--- config.mk ---
export PLATFORM = sky130hd
export DESIGN_NAME = burst_col_seq
export DESIGN_NICKNAME = d
export VERILOG_FILES = /design/src/rtl/burst_seq_pkg.sv /design/src/rtl/burst_seq_order.sv /design/src/rtl/burst_seq_ctrl.sv /design/src/rtl/burst_col_seq.sv
export SDC_FILE = /design/constraint.sdc
export NUM_CORES = 1
export LEC_CHECK = 0
export ABC_CLOCK_PERIOD_IN_PS = 2640
export BUFFER_PORTS_ARGS = -buffer_cell sky130_fd_sc_hd__buf_4
export CORE_ASPECT_RATIO = 0.7
export CORE_MARGIN = 5
export CORE_UTILIZATION = 35
export CTS_CLUSTER_SIZE = 25
export DETAILED_ROUTE_END_ITERATION = 10
export HOLD_SLACK_MARGIN = 0.02
export SLEW_MARGIN = 10
export SYNTH_ARGS = -nofsm -noshare
export SYNTH_HDL_FRONTEND = slang
export SYNTH_SLANG_ARGS = --single-unit
--- constraint.sdc ---
create_clock -name clk_i -period 2.64 [get_ports clk_i]
set_input_delay 0.132 -clock clk_i [delete_from_list [all_inputs] [get_ports clk_i]]
set_output_delay 0.132 -clock clk_i [all_outputs]
set_load 0.01 [all_outputs]
--- src/rtl/burst_seq_pkg.sv ---
package burst_seq_pkg;
  typedef enum logic {
    ORD_SEQ = 1'b0,
    ORD_IL  = 1'b1
  } ord_e;
endpackage

--- src/rtl/burst_seq_order.sv ---
module burst_seq_order #(
  parameter int LONG_LOG2  = 3,
  parameter int SHORT_LOG2 = 2
) (
  input  logic [LONG_LOG2-1:0] start_i,
  input  logic [LONG_LOG2-1:0] beat_i,
  input  logic                 long_i,
  input  logic                 il_i,
  output logic [LONG_LOG2-1:0] off_o
);
  localparam int LW = LONG_LOG2;
  localparam int SW = SHORT_LOG2;

  logic [LW-1:0] sum;
  assign sum = start_i + beat_i;

  // low bits of the full sum equal the sum modulo the window size
  for (genvar b = 0; b < LW; b++) begin : g_bit
    logic in_win;
    if (b < SW) begin : g_short
      assign in_win = 1'b1;
    end else begin : g_long
      assign in_win = long_i;
    end
    assign off_o[b] = !in_win ? start_i[b]
                    : il_i    ? (start_i[b] ^ beat_i[b])
                    :           sum[b];
  end
endmodule

--- src/rtl/burst_seq_ctrl.sv ---
module burst_seq_ctrl #(
  parameter int LONG_LOG2  = 3,
  parameter int SHORT_LOG2 = 2
) (
  input  logic                 clk_i,
  input  logic                 rst_ni,
  input  logic                 start_i,
  input  logic                 bl8_i,
  output logic                 load_o,
  output logic                 adv_o,
  output logic [LONG_LOG2-1:0] beat_o,
  output logic                 long_nxt_o,
  output logic                 long_o,
  output logic                 valid_o,
  output logic                 last_o
);
  localparam int LW = LONG_LOG2;
  localparam logic [LW-1:0] LONG_END  = LW'((1 << LONG_LOG2) - 1);
  localparam logic [LW-1:0] SHORT_END = LW'((1 << SHORT_LOG2) - 1);

  logic [LW-1:0] beat_q;
  logic          long_q, valid_q, last_q;
  logic          busy, last_nxt;

  assign busy       = valid_q && !last_q;
  assign load_o     = start_i && !busy;
  assign adv_o      = busy;
  assign beat_o     = load_o ? '0 : beat_q + LW'(1);
  assign long_nxt_o = load_o ? bl8_i : long_q;
  assign last_nxt   = beat_o == (long_nxt_o ? LONG_END : SHORT_END);

  always_ff @(posedge clk_i or negedge rst_ni) begin
    if (!rst_ni) begin
      beat_q  <= '0;
      long_q  <= 1'b0;
      valid_q <= 1'b0;
      last_q  <= 1'b0;
    end else if (load_o || adv_o) begin
      beat_q  <= beat_o;
      long_q  <= long_nxt_o;
      valid_q <= 1'b1;
      last_q  <= last_nxt;
    end else begin
      valid_q <= 1'b0;
      last_q  <= 1'b0;
    end
  end

  assign long_o  = long_q;
  assign valid_o = valid_q;
  assign last_o  = last_q;

  assert_last_in_valid_R9: assert property (@(posedge clk_i) disable iff (!rst_ni)
    last_q |-> valid_q);
  assert_last_single_R9: assert property (@(posedge clk_i) disable iff (!rst_ni)
    last_q |=> !last_q);
  assert_no_early_end_R10: assert property (@(posedge clk_i) disable iff (!rst_ni)
    (valid_q && !last_q) |=> valid_q);
  assert_end_after_last_R9: assert property (@(posedge clk_i) disable iff (!rst_ni)
    (last_q && !start_i) |=> !valid_q);
  assert_back_to_back_R11: assert property (@(posedge clk_i) disable iff (!rst_ni)
    (last_q && start_i) |=> (valid_q && !last_q));
endmodule

--- src/rtl/burst_col_seq.sv ---
module burst_col_seq
  import burst_seq_pkg::*;
#(
  parameter int COL_W      = 10,
  parameter int LONG_LOG2  = 3,
  parameter int SHORT_LOG2 = 2
) (
  input  logic             clk_i,
  input  logic             rst_ni,
  input  logic             start_i,
  input  logic [COL_W-1:0] col_i,
  input  logic             bl8_i,
  input  logic             bt_i,
  output logic [COL_W-1:0] col_o,
  output logic             valid_o,
  output logic             last_o
);
  localparam int LW = LONG_LOG2;
  localparam int SW = SHORT_LOG2;

  logic             load, adv, long_nxt, long_q, il_nxt;
  logic [LW-1:0]    beat, off;
  logic [COL_W-1:0] base_q, base_nxt, col_q;
  ord_e             ord_q;

  burst_seq_ctrl #(.LONG_LOG2(LONG_LOG2), .SHORT_LOG2(SHORT_LOG2)) u_ctrl (
    .clk_i      (clk_i),
    .rst_ni     (rst_ni),
    .start_i    (start_i),
    .bl8_i      (bl8_i),
    .load_o     (load),
    .adv_o      (adv),
    .beat_o     (beat),
    .long_nxt_o (long_nxt),
    .long_o     (long_q),
    .valid_o    (valid_o),
    .last_o     (last_o)
  );

  assign base_nxt = load ? col_i : base_q;
  assign il_nxt   = load ? bt_i  : (ord_q == ORD_IL);

  burst_seq_order #(.LONG_LOG2(LONG_LOG2), .SHORT_LOG2(SHORT_LOG2)) u_order (
    .start_i (base_nxt[LW-1:0]),
    .beat_i  (beat),
    .long_i  (long_nxt),
    .il_i    (il_nxt),
    .off_o   (off)
  );

  always_ff @(posedge clk_i or negedge rst_ni) begin
    if (!rst_ni) begin
      base_q <= '0;
      ord_q  <= ORD_SEQ;
      col_q  <= '0;
    end else begin
      if (load) begin
        base_q <= col_i;
        ord_q  <= bt_i ? ORD_IL : ORD_SEQ;
      end
      if (load || adv) col_q <= {base_nxt[COL_W-1:LW], off};
    end
  end

  assign col_o = col_q;

  assert_first_beat_R2: assert property (@(posedge clk_i) disable iff (!rst_ni)
    (start_i && !(valid_o && !last_o)) |=> (valid_o && col_o == $past(col_i)));
  assert_upper_stable_R8: assert property (@(posedge clk_i) disable iff (!rst_ni)
    (valid_o && !last_o) |=> (col_o[COL_W-1:LW] == $past(col_o[COL_W-1:LW])));
  assert_short_window_R7: assert property (@(posedge clk_i) disable iff (!rst_ni)
    (valid_o && !last_o && !long_q) |=> (col_o[LW-1:SW] == $past(col_o[LW-1:SW])));
  assert_seq_step_short_R3: assert property (@(posedge clk_i) disable iff (!rst_ni)
    (valid_o && !last_o && !long_q && ord_q == ORD_SEQ)
      |=> (col_o[SW-1:0] == $past(col_o[SW-1:0]) + SW'(1)));
  assert_seq_step_long_R4: assert property (@(posedge clk_i) disable iff (!rst_ni)
    (valid_o && !last_o && long_q && ord_q == ORD_SEQ)
      |=> (col_o[LW-1:0] == $past(col_o[LW-1:0]) + LW'(1)));
endmodule

# Word-level counts from Yosys, hierarchy flattened
# Index checks and enable logic that the tools add are counted.
dict set report op_classes {
  add_sub_neg 2
  multipliers 0
  n_lt_le_gt_ge 0
  n_eq_ne 1
  muxes 12
  reduce_logical 5
  bitwise 3
  n_shift 0
  div_mod_pow 0
}
# operator count
set op_table {}
lappend op_table {{$mux W10} 1}
lappend op_table {{$mux W1} 9}
lappend op_table {{$mux W3} 2}
lappend op_table {{$add A3 B1 Y3 const B} 1}
lappend op_table {{$add A3 B3 Y3} 1}
lappend op_table {{$eq A3 B3 Y1} 1}
lappend op_table {{$xor A1 B1 Y1} 3}
lappend op_table {{$logic_and A1 B1 Y1} 2}
lappend op_table {{$logic_not A1 Y1} 2}
lappend op_table {{$logic_or A1 B1 Y1} 1}
dict set report totals {
  rom_bits 0
  latchBits 0
  output_inout_bits 12
  mem_count 0
  ramBits 0
  reg_bits 27
  word_cells 30
}

# Logic depth before layout (Yosys ltp)
dict set report logic_depth {
  ltp_word 8
  depth_mapped 11
}

# By module
# A second synthesis with hierarchy kept.
dict set report hier_totals {
  cells_unflattened 105
  hier_area_um2 1301.2
}
# module cells_per_inst instances area_per_inst_um2
set modules_own_cells {}
lappend modules_own_cells {burst_col_seq 68 1 867.1}
lappend modules_own_cells {burst_seq_ctrl 28 1 334.1}
lappend modules_own_cells {burst_seq_order 9 1 100.1}

# Worst setup path before layout
# No wires, ideal clock.
dict set report synth_path {
  kind {register to register}
  from {register u_ctrl.last_q, in the netlist u_ctrl.last_o}
  to {register col_q[2], in the netlist col_o[2]}
  setup_time_ns 0.092
  t_required_ns 2.548
  stages_incl_launch_ff 12
  path_buffers 1
  period_less_slack_ns 2.497
  path_slack_ns 0.143
  t_arrival_ns 2.405
  cell_sequence {dfrtp_1 -> nand2b_4 -> nand2_1 -> buf_2 -> mux2_2 -> ha_1 -> fa_1 -> o21ai_2 -> nor2_1 -> xor2_1 -> and3_1 -> o31ai_2}
}
dict set report synth_via {
  elab_chain_cells 8
  elab_cells_between_ends 13
  cone_classes {1 x add/sub; 6 x mux; 1 x bitwise; 5 x reduce/logical}
}
# item line_no
set synth_lines {}
lappend synth_lines {{from (decl)} burst_seq_ctrl.sv:22} ;# logic long_q, valid_q, last_q;
lappend synth_lines {{from (signal assigned)} burst_seq_ctrl.sv:42} ;# last_q <= last_nxt;
lappend synth_lines {{$logic_not A1 Y1} burst_seq_ctrl.sv:25} ;# assign busy = valid_q && !last_q;
lappend synth_lines {{$logic_and A1 B1 Y1} burst_seq_ctrl.sv:25}
lappend synth_lines {{$logic_not A1 Y1} burst_seq_ctrl.sv:26} ;# assign load_o = start_i && !busy;
lappend synth_lines {{$logic_and A1 B1 Y1} burst_seq_ctrl.sv:26}
lappend synth_lines {{$mux W10} n/a}
lappend synth_lines {{via base_nxt[0]} burst_col_seq.sv:23} ;# logic [COL_W-1:0] base_q, base_nxt, col_q;
lappend synth_lines {{$add A3 B3 Y3} burst_seq_order.sv:15} ;# assign sum = start_i + beat_i;
lappend synth_lines {{$mux W1} burst_seq_order.sv:26} ;# : il_i ? (start_i[b] ^ beat_i[b])
lappend synth_lines {{$mux W1} burst_seq_order.sv:25} ;# assign off_o[b] = !in_win ? start_i[b]
lappend synth_lines {{to (signal assigned)} burst_col_seq.sv:61} ;# if (load || adv) col_q <= {base_nxt[COL_W-1:LW], off};
lappend synth_lines {{to (decl)} burst_col_seq.sv:23}
# The timed path passes the listed nets, and every way through them passes these cells.
# A chain may end at the register's enable or synchronous reset.

# Final worst setup path
# Ends and elaborated chain as after synthesis.

==> impl_metrics.yaml <==
critical_path:
  arrival_ns: 2.62
  timing.critical_path.slowest_stage_cell: "sky130_fd_sc_hd__dfrtp_1"
  category_of_the_worst_setup_path_launch_point: "flop"
  crit-reg2reg-capture: "col_o[2]"
  reg2reg_from: "u_ctrl.last_o"
  crit_path_max_incr_delay_ns: 0.40
  timing.reg2reg.setup_slack_ns: 0.21
  cp-end-kind: "flop"
  worstSetupPathType: "flop to flop"
  required_ns: 2.83
  worstPathBufferInverterCount: 0
  r2r_cells: 10
  worstPathCellList: "nand2b_4 -> nand2_2 -> mux2_2 -> ha_1 -> fa_1 -> o21ai_2 -> nor2_1 -> xor2_1 -> and3_1 -> o31ai_2"
  worstPathMaxFanout: 7
  worst_path_dominant_cell_family: "simple AND/OR/NAND/NOR gates"
min_path:
  min_path_type: "input pin to flop"
  hp-start: "col_i[8]"
  min_to: "base_q[8]"
  cell_depth_of_the_worst_min_delay_path: 2
logic_synthesis:
  synth_area_in_compound_gates_pct: 9.229
  synth_simple_gate_area_share_pct: 9.128
  synth_xor_area_share_pct: 2.130
  post_synth_fa_ha_maj_area_fraction_pct: 4.665
  yosysUniqueCellTypes: 27
  synth.yosys.seq_area_share_pct: 54.77
  post_synth_inst_count: 101
  multiplexer_fraction_of_the_synthesized_cell_area_pct: 17.75
  async_reset_ff_share_pct: 100.0
  syn_avg_cell_area_sq_um: 12.21
  syn-cell-area_sq_um: 1234
  synth.largest_area_cell: "sky130_fd_sc_hd__dfrtp_1"
  count_of_flip_flops_with_a_built_in_enable_after_synthesis: 0
  synth_flop_cell: "sky130_fd_sc_hd__dfrtp_1"
  yosys_warnings: 0
  yosysTopAreaCellShare_pct: 54.77
  main_combinational_cell_family_by_area_after_synthesis: "multiplexers"
  synth.net_count: 120
  largest_cells_by_area_after_synthesis: "sky130_fd_sc_hd__dfrtp_1 (55%), sky130_fd_sc_hd__mux2_2 (10%), sky130_fd_sc_hd__mux2i_1 (6.5%)"
  postSynthRegisterBits: 27
placed_design:
  io_buffers: 26
  half_perimeter_wire_length_after_detailed_placement_microns: 1913
  place.gp.congestion: 0.7617
sta:
  setup-violations-final: 0
  tns_ns: 0
  slew_headroom_pct: 57.30
  maxClockFrequency_mhz: 411.8
  report.final.slew_viol_count: 0
  finalWorstPathRequiredPeriod_ns: 2.429
  timing.hold.ws_ns: 0.09938
  rsz0062_at_grt: "false"
  period_share_pct: 91.99
  tightest_slew_ns: 0.6405
  report.final.hold_viol_count: 0
  final.setup_skew_ns: 0.002017
cells_and_area:
  insertedDiodeCount: 0
  filler_cell_count: 340
  multi_input_comb_area_sq_um: 531.8
  layout.nets: 150
  areaGrowthSynthToFinish_pct: 24.85
  layout.area.seq_sq_um: 675.6
  post_route_cells_drive_above_1_share_pct: 39.23
drt:
  final_antenna_net_count: 0
  routedWlPerCell_microns: 14.48
  drt-initial-drc-count: 4
  vias_post_dr: 828
  postRouteWirelength_microns: 2607
  drt_drc_violations_left: 0
  detail_route.first_pass.iterations: 4
  post_drt_via_cell_ratio: 4.600
clock_network:
  tritoncts: "yes"
  clk-insertion-delay-late_ns: 0.27
  clk_pin_slew_ns: 0.09
  clock_buffer_depth: 2
  total_cts_buffers: 3
  cts-htree-levels: 1
  cts_root_buffer: "sky130_fd_sc_hd__clkbuf_8"
  clkSinkCount: 27
grt:
  first_global_vias: 880
  global_route_wire_length_before_repair_microns: 4374
  grt_antenna_before_repair: 0
  grt_overflow_total: 0
  track_usage_pct: 12.26
  grt_max_degree: 28
die:
  die_area_sq_um: 4831
  floorplan.io_pins: 27
  core_area_sq_um: 3468
  floorplan.die.height_microns: 59.67
  chipWidth_microns: 80.96
  placement_rows: 18
  floorplan.initialDensity_pct: 35.57
run_status:
  run_status: "completed"
power_and_ir_drop:
  powerDensity_nw_per_um2: 1179
  power_leakage_nw: 0.7285
  max-vdd-ir-drop_v: 0.0004861
flow_run:
  max_cap_viol_count: 0
-- flip-flops by register name, indices dropped and copies added (netlist names) --
name            count
u_ctrl.long_o       1
u_ctrl.last_o       1
ord_q               1
col_o              10
base_q             10
u_ctrl.beat_q       3
u_ctrl.valid_o      1
-- kinds of logic after synthesis --
logic type	Yosys count
mux	20
xor+xnor	3
compound gates	18
buf+inv	5
simple gates	24
flops	27
fa+ha+maj	4
-- worst max-delay path by stage --
| stage | start | to | slack, ns | depth (start not counted) |
|---|---|---|---|---|
| 6_report | u_ctrl.last_o | col_o[2] | 0.21 | 10 |
| 5_1_grt | u_ctrl.last_o | col_o[2] | 0.06 | 10 |
| 4_1_cts | u_ctrl.last_o | col_o[2] | 0.09 | 10 |
| 3_5_place_dp | u_ctrl.last_o | col_o[2] | 0.17 | 10 |
| 3_3_place_gp | u_ctrl.last_o | col_o[2] | 0.23 | 10 |
| 2_1_floorplan | u_ctrl.last_o | col_o[2] | 0.14 | 11 |
-- repair_timing --
| item | CTS | global route |
|---|---|---|
| buffers inserted | 0 | 0 |
| gates resized for setup | 0 | 1 |
| hold buffers | 1 | 0 |
| endpoints found under the setup margin | 0 | 1 |
| endpoints found under the hold margin | 27 | 0 |
-- cells in the mapped netlist (2+ instances only) --
master,n
sky130_fd_sc_hd__mux2_2,11
sky130_fd_sc_hd__xor2_1,2
sky130_fd_sc_hd__mux2i_1,8
sky130_fd_sc_hd__ha_1,3
sky130_fd_sc_hd__a21oi_1,2
sky130_fd_sc_hd__o21ai_0,11
sky130_fd_sc_hd__nand2_1,16
sky130_fd_sc_hd__nor2_1,2
sky130_fd_sc_hd__buf_2,2
sky130_fd_sc_hd__dfrtp_1,27
-- metal layers --
metal	vias up	track usage (%)	routed length, microns
li1	403	-	-
met2	21	18.71	1183
met3	4	4.066	161
met4	0	3.614	34
met1	400	16.67	1229
met5	-	0	0
-- layout make-up --
cell class,count,area share [%]
flip-flops and latches,27,43.87
inverters,1,0.2437
repair buffers,29,14.30
clock inverters,1,0.3249
multi-input cells,69,34.52
well taps,50,4.062
clock buffers,3,2.681
-- cells in the final DEF, fill, tap and decap left out --
cell type                        n
sky130_fd_sc_hd__nor3_1          1
sky130_fd_sc_hd__o31ai_2         1
sky130_fd_sc_hd__o21ai_0        11
sky130_fd_sc_hd__clkinv_2        1
sky130_fd_sc_hd__o21bai_1        1
sky130_fd_sc_hd__o21ai_2         1
sky130_fd_sc_hd__nor2_2          1
sky130_fd_sc_hd__a21boi_2        1
sky130_fd_sc_hd__mux2i_1         8
sky130_fd_sc_hd__and3_1          1
sky130_fd_sc_hd__xnor2_1         1
sky130_fd_sc_hd__nand2_2         1
sky130_fd_sc_hd__and2b_1         1
sky130_fd_sc_hd__buf_4          28
sky130_fd_sc_hd__and2_1          1
sky130_fd_sc_hd__nand2b_4        1
sky130_fd_sc_hd__xor2_1          2
sky130_fd_sc_hd__mux2_4          1
sky130_fd_sc_hd__mux2_2         11
sky130_fd_sc_hd__ha_1            3
sky130_fd_sc_hd__a21oi_2         1
sky130_fd_sc_hd__dfrtp_1        27
sky130_fd_sc_hd__a21oi_1         2
sky130_fd_sc_hd__inv_1           1
sky130_fd_sc_hd__dlygate4sd3_1   1
sky130_fd_sc_hd__nand2_1        15
sky130_fd_sc_hd__clkbuf_8        3
sky130_fd_sc_hd__nor2_1          2
sky130_fd_sc_hd__fa_1            1
-- metrics by stage --
step	util [%]	power (W)	area, sq um	worst slack (ns)	instances
final	44.41	0.001816	1540	0.2114	180
after CTS	44.34	0.001840	1538	0.08551	180
after detailed placement	42.71	0.001578	1481	0.1669	175
after global routing	44.41	0.001969	1540	0.05636	180
after floorplan	-	0.001284	1234	0.1434	101
after global placement	42.71	0.001534	1481	0.2279	175
-- worst register-to-register path: stages (launching register included) --
cell and delay [ns]:
sky130_fd_sc_hd__dfrtp_1 0.40, sky130_fd_sc_hd__nand2b_4 0.18, sky130_fd_sc_hd__nand2_2 0.16, sky130_fd_sc_hd__mux2_2 0.37, sky130_fd_sc_hd__ha_1 0.20, sky130_fd_sc_hd__fa_1 0.39
sky130_fd_sc_hd__o21ai_2 0.07, sky130_fd_sc_hd__nor2_1 0.06, sky130_fd_sc_hd__xor2_1 0.15, sky130_fd_sc_hd__and3_1 0.20, sky130_fd_sc_hd__o31ai_2 0.17
-- report_power, final --
part | total (W) | switching [W] | internal (W)
Combinational | 0.000862 | 0.000430 | 0.000432
Clock | 0.000233 | 0.000127 | 0.000106
Sequential | 0.000722 | 0.000103 | 0.000618
Power figures use the tool's default switching activity.
